[config.mk]
export PLATFORM = sky130hd
export DESIGN_NAME = cfg_byte_slave
export DESIGN_NICKNAME = d
export VERILOG_FILES = /design/src/rtl/cbs_pkg.sv /design/src/rtl/cbs_line_filter.sv /design/src/rtl/cbs_regfile.sv /design/src/rtl/cbs_engine.sv /design/src/rtl/cfg_byte_slave.sv
export SDC_FILE = /design/constraint.sdc
export NUM_CORES = 1
export LEC_CHECK = 0
export ABC_AREA = 0
export BUFFER_PORTS_ARGS = -buffer_cell sky130_fd_sc_hd__buf_2
export CAP_MARGIN = 20
export CORE_ASPECT_RATIO = 0.7
export CORE_MARGIN = 8
export CORE_UTILIZATION = 55
export DETAILED_ROUTE_END_ITERATION = 16
export PLACE_DENSITY = 0.75
export RECOVER_POWER = 50
export SYNTH_ARGS = -nofsm -noshare
export SYNTH_HDL_FRONTEND = slang
export SYNTH_HIERARCHICAL = 1
export SYNTH_SLANG_ARGS = --single-unit
[constraint.sdc]
create_clock -name clk -period 2.45 [get_ports clk]
set_input_delay 0.245 -clock clk [delete_from_list [all_inputs] [get_ports clk]]
set_output_delay 0.245 -clock clk [all_outputs]
set_load 0.05 [all_outputs]
[src/rtl/cbs_pkg.sv]
package cbs_pkg;

    localparam int NREGS      = 2;
    localparam int NSTRAP     = 5;
    localparam int NPAIR      = 3;
    localparam int DRV_BIT    = 6;
    localparam int STRAP_REG  = 0;
    localparam logic [7:0] STRAP_MASK = 8'h1F;

    typedef enum logic [3:0] {
        ST_IDLE,
        ST_ADDR,
        ST_ADDR_ACK,
        ST_CMD,
        ST_CMD_ACK,
        ST_WDATA,
        ST_WDATA_ACK,
        ST_RDATA,
        ST_RD_ACK
    } cbs_state_e;

    // reset value of the stored bits of each register
    function automatic logic [7:0] reg_reset(input int idx);
        unique case (idx)
            0:       return 8'h40;
            1:       return 8'h7F;
            default: return 8'h00;
        endcase
    endfunction

    // bits a bus write may change
    function automatic logic [7:0] reg_wmask(input int idx);
        unique case (idx)
            0:       return 8'h40;
            1:       return 8'h07;
            default: return 8'h00;
        endcase
    endfunction

endpackage

[src/rtl/cbs_line_filter.sv]
module cbs_line_filter #(
    parameter int SYNC_STAGES = 2,
    parameter int FILT_LEN    = 3
) (
    input  logic clk,
    input  logic rst_n,
    input  logic line_i,
    output logic lvl_o,
    output logic rise_o,
    output logic fall_o
);
    localparam int CW = $clog2(FILT_LEN + 1);

    logic [SYNC_STAGES-1:0] sync_q;
    logic [CW-1:0]          run_q;
    logic                   synced;

    always_ff @(posedge clk or negedge rst_n) begin
        if (!rst_n) begin
            sync_q <= '1;
        end else begin
            sync_q <= {sync_q[SYNC_STAGES-2:0], line_i};
        end
    end

    assign synced = sync_q[SYNC_STAGES-1];

    // a new level is accepted after FILT_LEN consecutive mismatching samples
    always_ff @(posedge clk or negedge rst_n) begin
        if (!rst_n) begin
            lvl_o  <= 1'b1;
            run_q  <= '0;
            rise_o <= 1'b0;
            fall_o <= 1'b0;
        end else begin
            rise_o <= 1'b0;
            fall_o <= 1'b0;
            if (synced != lvl_o) begin
                if (run_q == CW'(FILT_LEN - 1)) begin
                    lvl_o  <= synced;
                    run_q  <= '0;
                    rise_o <= synced;
                    fall_o <= !synced;
                end else begin
                    run_q <= run_q + 1'b1;
                end
            end else begin
                run_q <= '0;
            end
        end
    end

endmodule

[src/rtl/cbs_regfile.sv]
module cbs_regfile
    import cbs_pkg::*;
(
    input  logic              clk,
    input  logic              rst_n,
    input  logic [NSTRAP-1:0] strap_fs,
    input  logic              wr_en,
    input  logic [6:0]        wr_off,
    input  logic [7:0]        wr_data,
    input  logic [6:0]        rd_off,
    output logic [7:0]        rd_data,
    output logic              drv_high,
    output logic [NPAIR-1:0]  pair_en
);
    logic [7:0]        regs [NREGS];
    logic [NSTRAP-1:0] strap_q;
    logic              strap_done;

    // straps captured once, on the first clock after reset
    always_ff @(posedge clk or negedge rst_n) begin
        if (!rst_n) begin
            strap_q    <= '0;
            strap_done <= 1'b0;
        end else if (!strap_done) begin
            strap_q    <= strap_fs;
            strap_done <= 1'b1;
        end
    end

    always_ff @(posedge clk or negedge rst_n) begin
        if (!rst_n) begin
            for (int i = 0; i < NREGS; i++) begin
                regs[i] <= reg_reset(i);
            end
        end else begin
            for (int i = 0; i < NREGS; i++) begin
                if (wr_en && wr_off == 7'(i)) begin
                    regs[i] <= (regs[i] & ~reg_wmask(i)) | (wr_data & reg_wmask(i));
                end
            end
        end
    end

    always_comb begin
        rd_data = 8'h00;
        for (int i = 0; i < NREGS; i++) begin
            if (rd_off == 7'(i)) begin
                if (i == STRAP_REG) begin
                    rd_data = (regs[i] & ~STRAP_MASK) | {{(8-NSTRAP){1'b0}}, strap_q};
                end else begin
                    rd_data = regs[i];
                end
            end
        end
    end

    assign drv_high = regs[0][DRV_BIT];
    assign pair_en  = regs[1][NPAIR-1:0];

endmodule

[src/rtl/cbs_engine.sv]
module cbs_engine
    import cbs_pkg::*;
#(
    parameter logic [6:0] TGT_ADDR = 7'h69
) (
    input  logic       clk,
    input  logic       rst_n,
    input  logic       scl_rise,
    input  logic       scl_fall,
    input  logic       sda_lvl,
    input  logic       bus_start,
    input  logic       bus_stop,
    input  logic [7:0] rd_data,
    output logic [6:0] rd_off,
    output logic       wr_en,
    output logic [6:0] wr_off,
    output logic [7:0] wr_data,
    output logic       sda_oe,
    output cbs_state_e state_o
);
    cbs_state_e state, state_n;
    logic [3:0] cnt;
    logic [7:0] shreg;
    logic [6:0] off;
    logic       byte_end;
    logic       is_rx;

    assign byte_end = scl_fall && (cnt == 4'd8);
    assign is_rx    = (state == ST_ADDR) || (state == ST_CMD) || (state == ST_WDATA);

    // state register
    always_ff @(posedge clk or negedge rst_n) begin
        if (!rst_n) begin
            state <= ST_IDLE;
        end else begin
            state <= state_n;
        end
    end

    // next state
    always_comb begin
        state_n = state;
        if (bus_stop) begin
            state_n = ST_IDLE;
        end else if (bus_start) begin
            state_n = ST_ADDR;
        end else begin
            unique case (state)
                ST_IDLE: state_n = ST_IDLE;
                ST_ADDR: if (byte_end) begin
                    state_n = (shreg[7:1] == TGT_ADDR) ? ST_ADDR_ACK : ST_IDLE;
                end
                ST_ADDR_ACK: if (scl_fall) begin
                    state_n = shreg[0] ? ST_RDATA : ST_CMD;
                end
                ST_CMD: if (byte_end) begin
                    state_n = shreg[7] ? ST_CMD_ACK : ST_IDLE;
                end
                ST_CMD_ACK:   if (scl_fall) state_n = ST_WDATA;
                ST_WDATA:     if (byte_end) state_n = ST_WDATA_ACK;
                ST_WDATA_ACK: if (scl_fall) state_n = ST_IDLE;
                ST_RDATA:     if (byte_end) state_n = ST_RD_ACK;
                ST_RD_ACK:    if (scl_rise) state_n = ST_IDLE;
                default:      state_n = ST_IDLE;
            endcase
        end
    end

    // bit counter, shift register and latched offset
    always_ff @(posedge clk or negedge rst_n) begin
        if (!rst_n) begin
            cnt   <= '0;
            shreg <= '0;
            off   <= '0;
        end else begin
            if (bus_start || state_n != state) begin
                cnt <= '0;
            end else if (scl_rise && cnt != 4'd8 && (is_rx || state == ST_RDATA)) begin
                cnt <= cnt + 1'b1;
            end

            if (is_rx && scl_rise && cnt != 4'd8) begin
                shreg <= {shreg[6:0], sda_lvl};
            end else if (state == ST_ADDR_ACK && scl_fall && shreg[0]) begin
                shreg <= rd_data;
            end else if (state == ST_RDATA && scl_fall && cnt != 4'd8) begin
                shreg <= {shreg[6:0], 1'b1};
            end

            if (state == ST_CMD && byte_end && shreg[7]) begin
                off <= shreg[6:0];
            end
        end
    end

    // outputs
    always_comb begin
        sda_oe = 1'b0;
        wr_en  = 1'b0;
        unique case (state)
            ST_ADDR_ACK, ST_CMD_ACK, ST_WDATA_ACK: sda_oe = 1'b1;
            ST_RDATA: sda_oe = !shreg[7];
            ST_WDATA: wr_en  = byte_end;
            default: ;
        endcase
    end

    assign wr_off  = off;
    assign wr_data = shreg;
    assign rd_off  = off;
    assign state_o = state;

endmodule

[src/rtl/cfg_byte_slave.sv]
module cfg_byte_slave
    import cbs_pkg::*;
#(
    parameter logic [6:0] TGT_ADDR    = 7'h69,
    parameter int         SYNC_STAGES = 2,
    parameter int         FILT_LEN    = 3
) (
    input  logic              clk,
    input  logic              rst_n,
    input  logic              scl_i,
    input  logic              sda_i,
    output logic              sda_oe,
    input  logic [NSTRAP-1:0] strap_fs,
    output logic              drv_high,
    output logic [NPAIR-1:0]  pair_en
);
    logic       scl_lvl, scl_rise, scl_fall;
    logic       sda_lvl, sda_rise, sda_fall;
    logic       bus_start, bus_stop;
    logic       wr_en;
    logic [6:0] wr_off, rd_off;
    logic [7:0] wr_data, rd_data;
    cbs_state_e eng_state;

    cbs_line_filter #(.SYNC_STAGES(SYNC_STAGES), .FILT_LEN(FILT_LEN)) u_scl_filt (
        .clk(clk), .rst_n(rst_n), .line_i(scl_i),
        .lvl_o(scl_lvl), .rise_o(scl_rise), .fall_o(scl_fall)
    );

    cbs_line_filter #(.SYNC_STAGES(SYNC_STAGES), .FILT_LEN(FILT_LEN)) u_sda_filt (
        .clk(clk), .rst_n(rst_n), .line_i(sda_i),
        .lvl_o(sda_lvl), .rise_o(sda_rise), .fall_o(sda_fall)
    );

    assign bus_start = sda_fall && scl_lvl;
    assign bus_stop  = sda_rise && scl_lvl;

    cbs_engine #(.TGT_ADDR(TGT_ADDR)) u_eng (
        .clk(clk), .rst_n(rst_n),
        .scl_rise(scl_rise), .scl_fall(scl_fall), .sda_lvl(sda_lvl),
        .bus_start(bus_start), .bus_stop(bus_stop),
        .rd_data(rd_data), .rd_off(rd_off),
        .wr_en(wr_en), .wr_off(wr_off), .wr_data(wr_data),
        .sda_oe(sda_oe), .state_o(eng_state)
    );

    cbs_regfile u_regs (
        .clk(clk), .rst_n(rst_n), .strap_fs(strap_fs),
        .wr_en(wr_en), .wr_off(wr_off), .wr_data(wr_data),
        .rd_off(rd_off), .rd_data(rd_data),
        .drv_high(drv_high), .pair_en(pair_en)
    );

endmodule

==> reports/results.ini, run 1 <==
[layout]
area_growth_syn_to_layout_pct=8.28
fillers=352
final_common_cell=dfrtp_1
fin_nets=223
final_area_um2=2580
final_cell_mix=dfrtp_1, mux2_2, nor2_1
num_antenna_cells=0
final_cells=268
drive_above_1_share=0.319

[global_routing]
gr-usage-all-layers=0.149
grt_pass1_vias=1626
antenna_found_initial=0
grt_pass1_wl_mm=7.87
top_usage_layer=met2
grt_max_degree=48
use_met1=0.205
met3_usage=0.0465
met2_usage=0.212
grt_overflow=0

[drt]
drc=0
drt_iter0_markers=130
dr.pass1.iters=4
routed_wirelength_mm=4.56
vias=1593
ant_nets=0
vias_per_cell=5.94
wl_per_cell_um=17.0

[sta]
tns_ns=0
final.min_clock_period_ns=2.29
setup_violations=0
maxSlewViolCount=0
rsz0062_at_grt=no
finalCritPeriodShare=0.935
hold_violations=0
skew_ns=0.00582
fmax_ghz=0.437
slew_headroom=0.369
worst_pin_slew_ns=0.947

[synth]
synth_seq_cells=47
synth_area_per_cell_um2=11.8
synth-simple-area-share=0.183
synth_top_family_by_area=simple AND/OR/NAND/NOR gates
yosys.area_share.adder=0.0105
synthMuxAreaShare=0.177
synth.largest_area_cell=dfrtp_1
ys_async_sr_fraction=1.00
synth-compound-area-share=0.0561
mappedNetlistArea_um2=2390
synth_seq_area_share=0.498
netlist_instances=202
synth_edf_count=0
ys_warn_count=6
synth_area_leaders=dfrtp_1, mux2_2, dfstp_2, buf_4, nor2_1
synthDistinctLibCells=48
synth_ff_type=dfrtp_1
synthXorXnorAreaFrac=0.0220
syn-num-nets=213
synth_top_area_share=0.388

[setup_path]
arrival_ns=2.48
reg2regPathDepth=4
startpoint_type=flip-flop
cp_cell_sequence=nor4b_1 > and3_1 > a41o_1 > mux2_2
worstSetupEndpointType=flip-flop
crit_slowest_cell=and3_1
critical_path.max_fanout=10
path_class=flip-flop to flip-flop
crit_required_ns=2.64
cp_slowest_stage_delay_ns=0.51

[placed_design]
hpwl_mm=3.22
dpl_cell_area_um2=2450
portBuffers=13
gp_congestion=0.891
dpl.cell_count=258

[min_path]
hold_path.class=input pin to flip-flop
hold-path-cell-count=1

[pwr]
power_density_nw_per_um2=732
ir_drop_uv=415
power.leakage_nw=1.19

[floorplan]
fp.dieH_um=71.1
die_width_um=94.7
fp.dieArea_um2=6740
start_util=0.561
row_count=20
core_area_um2=4250
io_pins=14

[cts]
h-tree-depth=2
clock_latency_ns=0.30
postCtsSetupBuffers=0
cts_tree=done
cts_sinks=47
numCtsBuffers=5
clk_path_buf_depth=2
cts_root_buffer=clkbuf_8
cts_resized=0
clk_pin_slew_ns=0.09

[run_status]
status=complete, no violations

[job]
drv_cap=0

==> power by group <==
group	internal (mW)	total, mW	switching, mW	leakage, nW
registers	0.877	0.964	0.0862	0.600
logic	0.176	0.325	0.149	0.526
clock network	0.336	0.604	0.268	0.0618
total	1.39	1.89	0.503	1.19
==> metrics by stage <==
step	hold slack, ns	utilization	setup slack (ns)	power (mW)
after floorplan	-0.0506	-	0.504	1.21
after global placement	0.346	0.576	0.280	1.28
after detailed placement	0.350	0.576	0.218	1.30
after CTS	0.0293	0.604	0.196	1.90
after global routing	0.0129	0.608	0.0389	1.98
final	0.0357	0.608	0.160	1.89
==> cells by family (layout without fill, tap and decap cells) <==
group	after synthesis	in the layout
fa+ha+maj	2	2
buf+inv	22	33
mux	37	37
xor+xnor	6	6
compound gates	20	20
simple gates	66	66
flops	47	47
other cells	2	2
==> what timing repair did <==
action                     in CTS  in global routing
hold endpoints to repair        0                  7
setup endpoints to repair       0                  0
hold buffers                    0                  1
==> cell usage after synthesis, types with 2 or more instances <==
library cell   n
mux2_4         3
nand2b_4       2
mux2_1         3
nor3b_1        7
and3_1         2
nor2_1        14
ha_1           2
buf_4         10
nand4_1        2
a31oi_1        2
nand3b_1       2
or3_1          2
dfstp_2       10
nor3_1         9
a21oi_1        5
mux2i_1        4
clkbuf_1       4
and2_1         3
nor4_4         2
and3b_1        2
conb_1         2
mux2_2        27
and4b_1        2
inv_1          7
nor4_1         3
o21ai_0        4
dfrtp_1       37
xor2_1         3
xnor2_1        3
nand2_1        6
==> cell type report <==
type                    instances  area, µm²  area share
flip-flops and latches         47       1190       0.460
inverters                       7       26.3      0.0102
clock inverters                 2       38.8      0.0150
multi-input cells             133       1080       0.417
repair buffers                 18        101      0.0392
well taps                      55       68.8      0.0266
clock buffers                   6       82.6      0.0319
==> flip-flops by register name, summed over array words and instances, names as in the netlist <==
name	count
u_eng/wr_data	8
u_eng/rd_off	7
u_regs/strap_q	5
u_eng/cnt	4
u_eng/state_o	4
u_regs/pair_en	3
u_scl_filt/run_q	2
u_scl_filt/sync_q	2
u_sda_filt/run_q	2
u_sda_filt/sync_q	2
u_regs/drv_high	1
u_regs/strap_done	1
u_scl_filt/fall_o	1
u_scl_filt/lvl_o	1
u_scl_filt/rise_o	1
u_sda_filt/fall_o	1
u_sda_filt/lvl_o	1
u_sda_filt/rise_o	1
==> routing by layer <==
metal | part of all wire | vias up
met1 | 0.47 | 798
met5 | 0 | -
li1 | - | 740
met3 | 0.065 | 5
met2 | 0.45 | 50
met4 | 0.0097 | 0
==> critical path: cells and delay by family, from the launching register on <==
kind,cells,cell delay [ns]
muxes,1,0.39
and+or+nand+nor,2,0.97
DFF,1,0.42
AOI/OAI and AO/OA,1,0.40
==> final timing paths <==
check	from	end	slack, ns
setup / recovery	u_eng/state_o[3]	u_eng/wr_data[6]	0.16
hold / removal	sda_i	u_sda_filt/sync_q[0]	0.04
setup reg to reg	u_eng/state_o[3]	u_eng/wr_data[6]	0.16
hold reg to reg	u_scl_filt/sync_q[0]	u_scl_filt/sync_q[1]	0.37
max in group asynchronous	rst_n	u_eng/state_o[0]	0.85
min in group asynchronous	rst_n	u_scl_filt/run_q[1]	0.37
Note: power is estimated with default switching activity, not from simulation.
==> inputs of run 2 (changes only) <==
HOLD_SLACK_MARGIN = 0.08   (was default)
RECOVER_POWER = 100   (was 50)
==> reports/results.ini, run 2 (synthesis results as in run 1) <==
[run_status]
status=complete, no violations

[job]
drv_cap=0

[placed_design]
portBuffers=13
dpl.cell_count=258
dpl_cell_area_um2=2450
hpwl_mm=3.22
gp_congestion=0.891

[pwr]
ir_drop_uv=414
power.leakage_nw=1.16
power_density_nw_per_um2=721
power.total_mw=1.86

[drt]
drt_iter0_markers=116
dr.pass1.iters=4
vias_per_cell=5.92
ant_nets=0
vias=1598
drc=0
routed_wirelength_mm=4.57
wl_per_cell_um=16.9

[cts]
cts_root_buffer=clkbuf_8
h-tree-depth=2
numCtsBuffers=5
cts_resized=0
postCtsSetupBuffers=0
cts_sinks=47
clock_latency_ns=0.30
cts_tree=done
clk_pin_slew_ns=0.09
clk_path_buf_depth=2

[floorplan]
fp.dieArea_um2=6740
row_count=20
start_util=0.561
core_area_um2=4250
fp.dieH_um=71.1
die_width_um=94.7
io_pins=14

[sta]
skew_ns=0.00479
worst_pin_slew_ns=0.945
slew_headroom=0.370
setup_violations=0
maxSlewViolCount=0
final.min_clock_period_ns=2.29
fmax_ghz=0.437
hold_violations=0
finalCritPeriodShare=0.934
rsz0062_at_grt=no
tns_ns=0

[global_routing]
grt_overflow=0
grt_pass1_vias=1635
grt_max_degree=48
gr-usage-all-layers=0.149
grt_pass1_wl_mm=7.90
antenna_found_initial=0

[min_path]
holdPathEnd=u_regs/strap_q[0]
hp-start=strap_fs[0]
hold-path-cell-count=2
hold_path.class=input pin to flip-flop

[layout]
area_growth_syn_to_layout_pct=7.91
utilization=0.606
final_common_cell=dfrtp_1
final_area_um2=2580
final_cells=270
fin_nets=225
largest_reg_flops=8
drive_above_1_share=0.265
ff_latch_area_um2=1190
num_antenna_cells=0
fillers=356
multi_input_area_um2=1060
final_cell_mix=dfrtp_1, mux2_2, nor2_1

[setup_path]
reg2reg_to=u_eng/wr_data[6]
path_class=flip-flop to flip-flop
arrival_ns=2.48
reg2regPathDepth=4
startpoint_type=flip-flop
timing.rr.start=u_eng/state_o[3]
rrSetupSlack_ns=0.16
crit_required_ns=2.64
critical_path.max_fanout=10
worstSetupEndpointType=flip-flop

run 2: changes by cell type in the layout (fill, tap and decap cells not counted), moves of 2 or more:
cell / delta
clkbuf_1: +5
nand2b_4: -2
dfstp_2: -2
buf_2: -5
dlygate4sd3_1: +2
dfstp_1: +2
nand2b_1: +2
run 2: what timing repair did:
item	in CTS	in global routing
endpoints found under the setup margin	0	0
hold buffers	2	1
hold endpoints to repair	2	26
run 2: how the worst max path moves through the flow:
| stage | to | start | cells after the start |
|---|---|---|---|
| 4_1_cts | u_eng/wr_data[6] | u_eng/state_o[3] | 4 |
| 5_1_grt | u_regs/pair_en[2] | u_eng/cnt[1] | 7 |
| 6_report | u_eng/wr_data[6] | u_eng/state_o[3] | 4 |
| 3_3_place_gp | u_eng/wr_data[3] | u_eng/state_o[3] | 4 |
| 3_5_place_dp | u_eng/wr_data[6] | u_eng/state_o[3] | 4 |
| 2_1_floorplan | sda_oe | u_eng/state_o[2] | 5 |
run 2: layer usage:
| layer | vias to the layer above | share of wire | wire, µm | global-route usage |
|---|---|---|---|---|
| met2 | 53 | 0.46 | 2090 | 0.214 |
| met3 | 5 | 0.068 | 309 | 0.0465 |
| li1 | 739 | - | - | - |
| met5 | - | 0 | 0 | 0 |
| met1 | 801 | 0.46 | 2120 | 0.205 |
| met4 | 0 | 0.0096 | 44 | 0.0534 |
run 2: worst max-delay path, cell delays in order (launching register included):
cell and delay, ns:
dfrtp_1 0.42, nor4b_1 0.45, and3_1 0.51, a41o_1 0.40, mux2_2 0.39
run 2: layout make-up:
cell class                 instances  share of cell area
tap                               55              0.0267
clock buffer                       6              0.0321
timing repair buffer              20              0.0447
sequential                        47               0.461
inverter                           7              0.0102
multi-input combinational        133               0.410
clock inverter                     2              0.0151
run 2: power breakdown:
part / total, mW / internal, mW / switching [mW]
Sequential: 0.951 / 0.872 / 0.0788
Combinational: 0.305 / 0.157 / 0.149
Clock: 0.602 / 0.336 / 0.266
Total: 1.86 / 1.36 / 0.494
run 2: metrics by stage:
step	setup slack, ns	hold slack (ns)
finish	0.161	0.170
CTS	0.196	0.148
global route	0.0389	0.154
detailed placement	0.218	0.350
global placement	0.280	0.346
floorplan	0.504	-0.0506
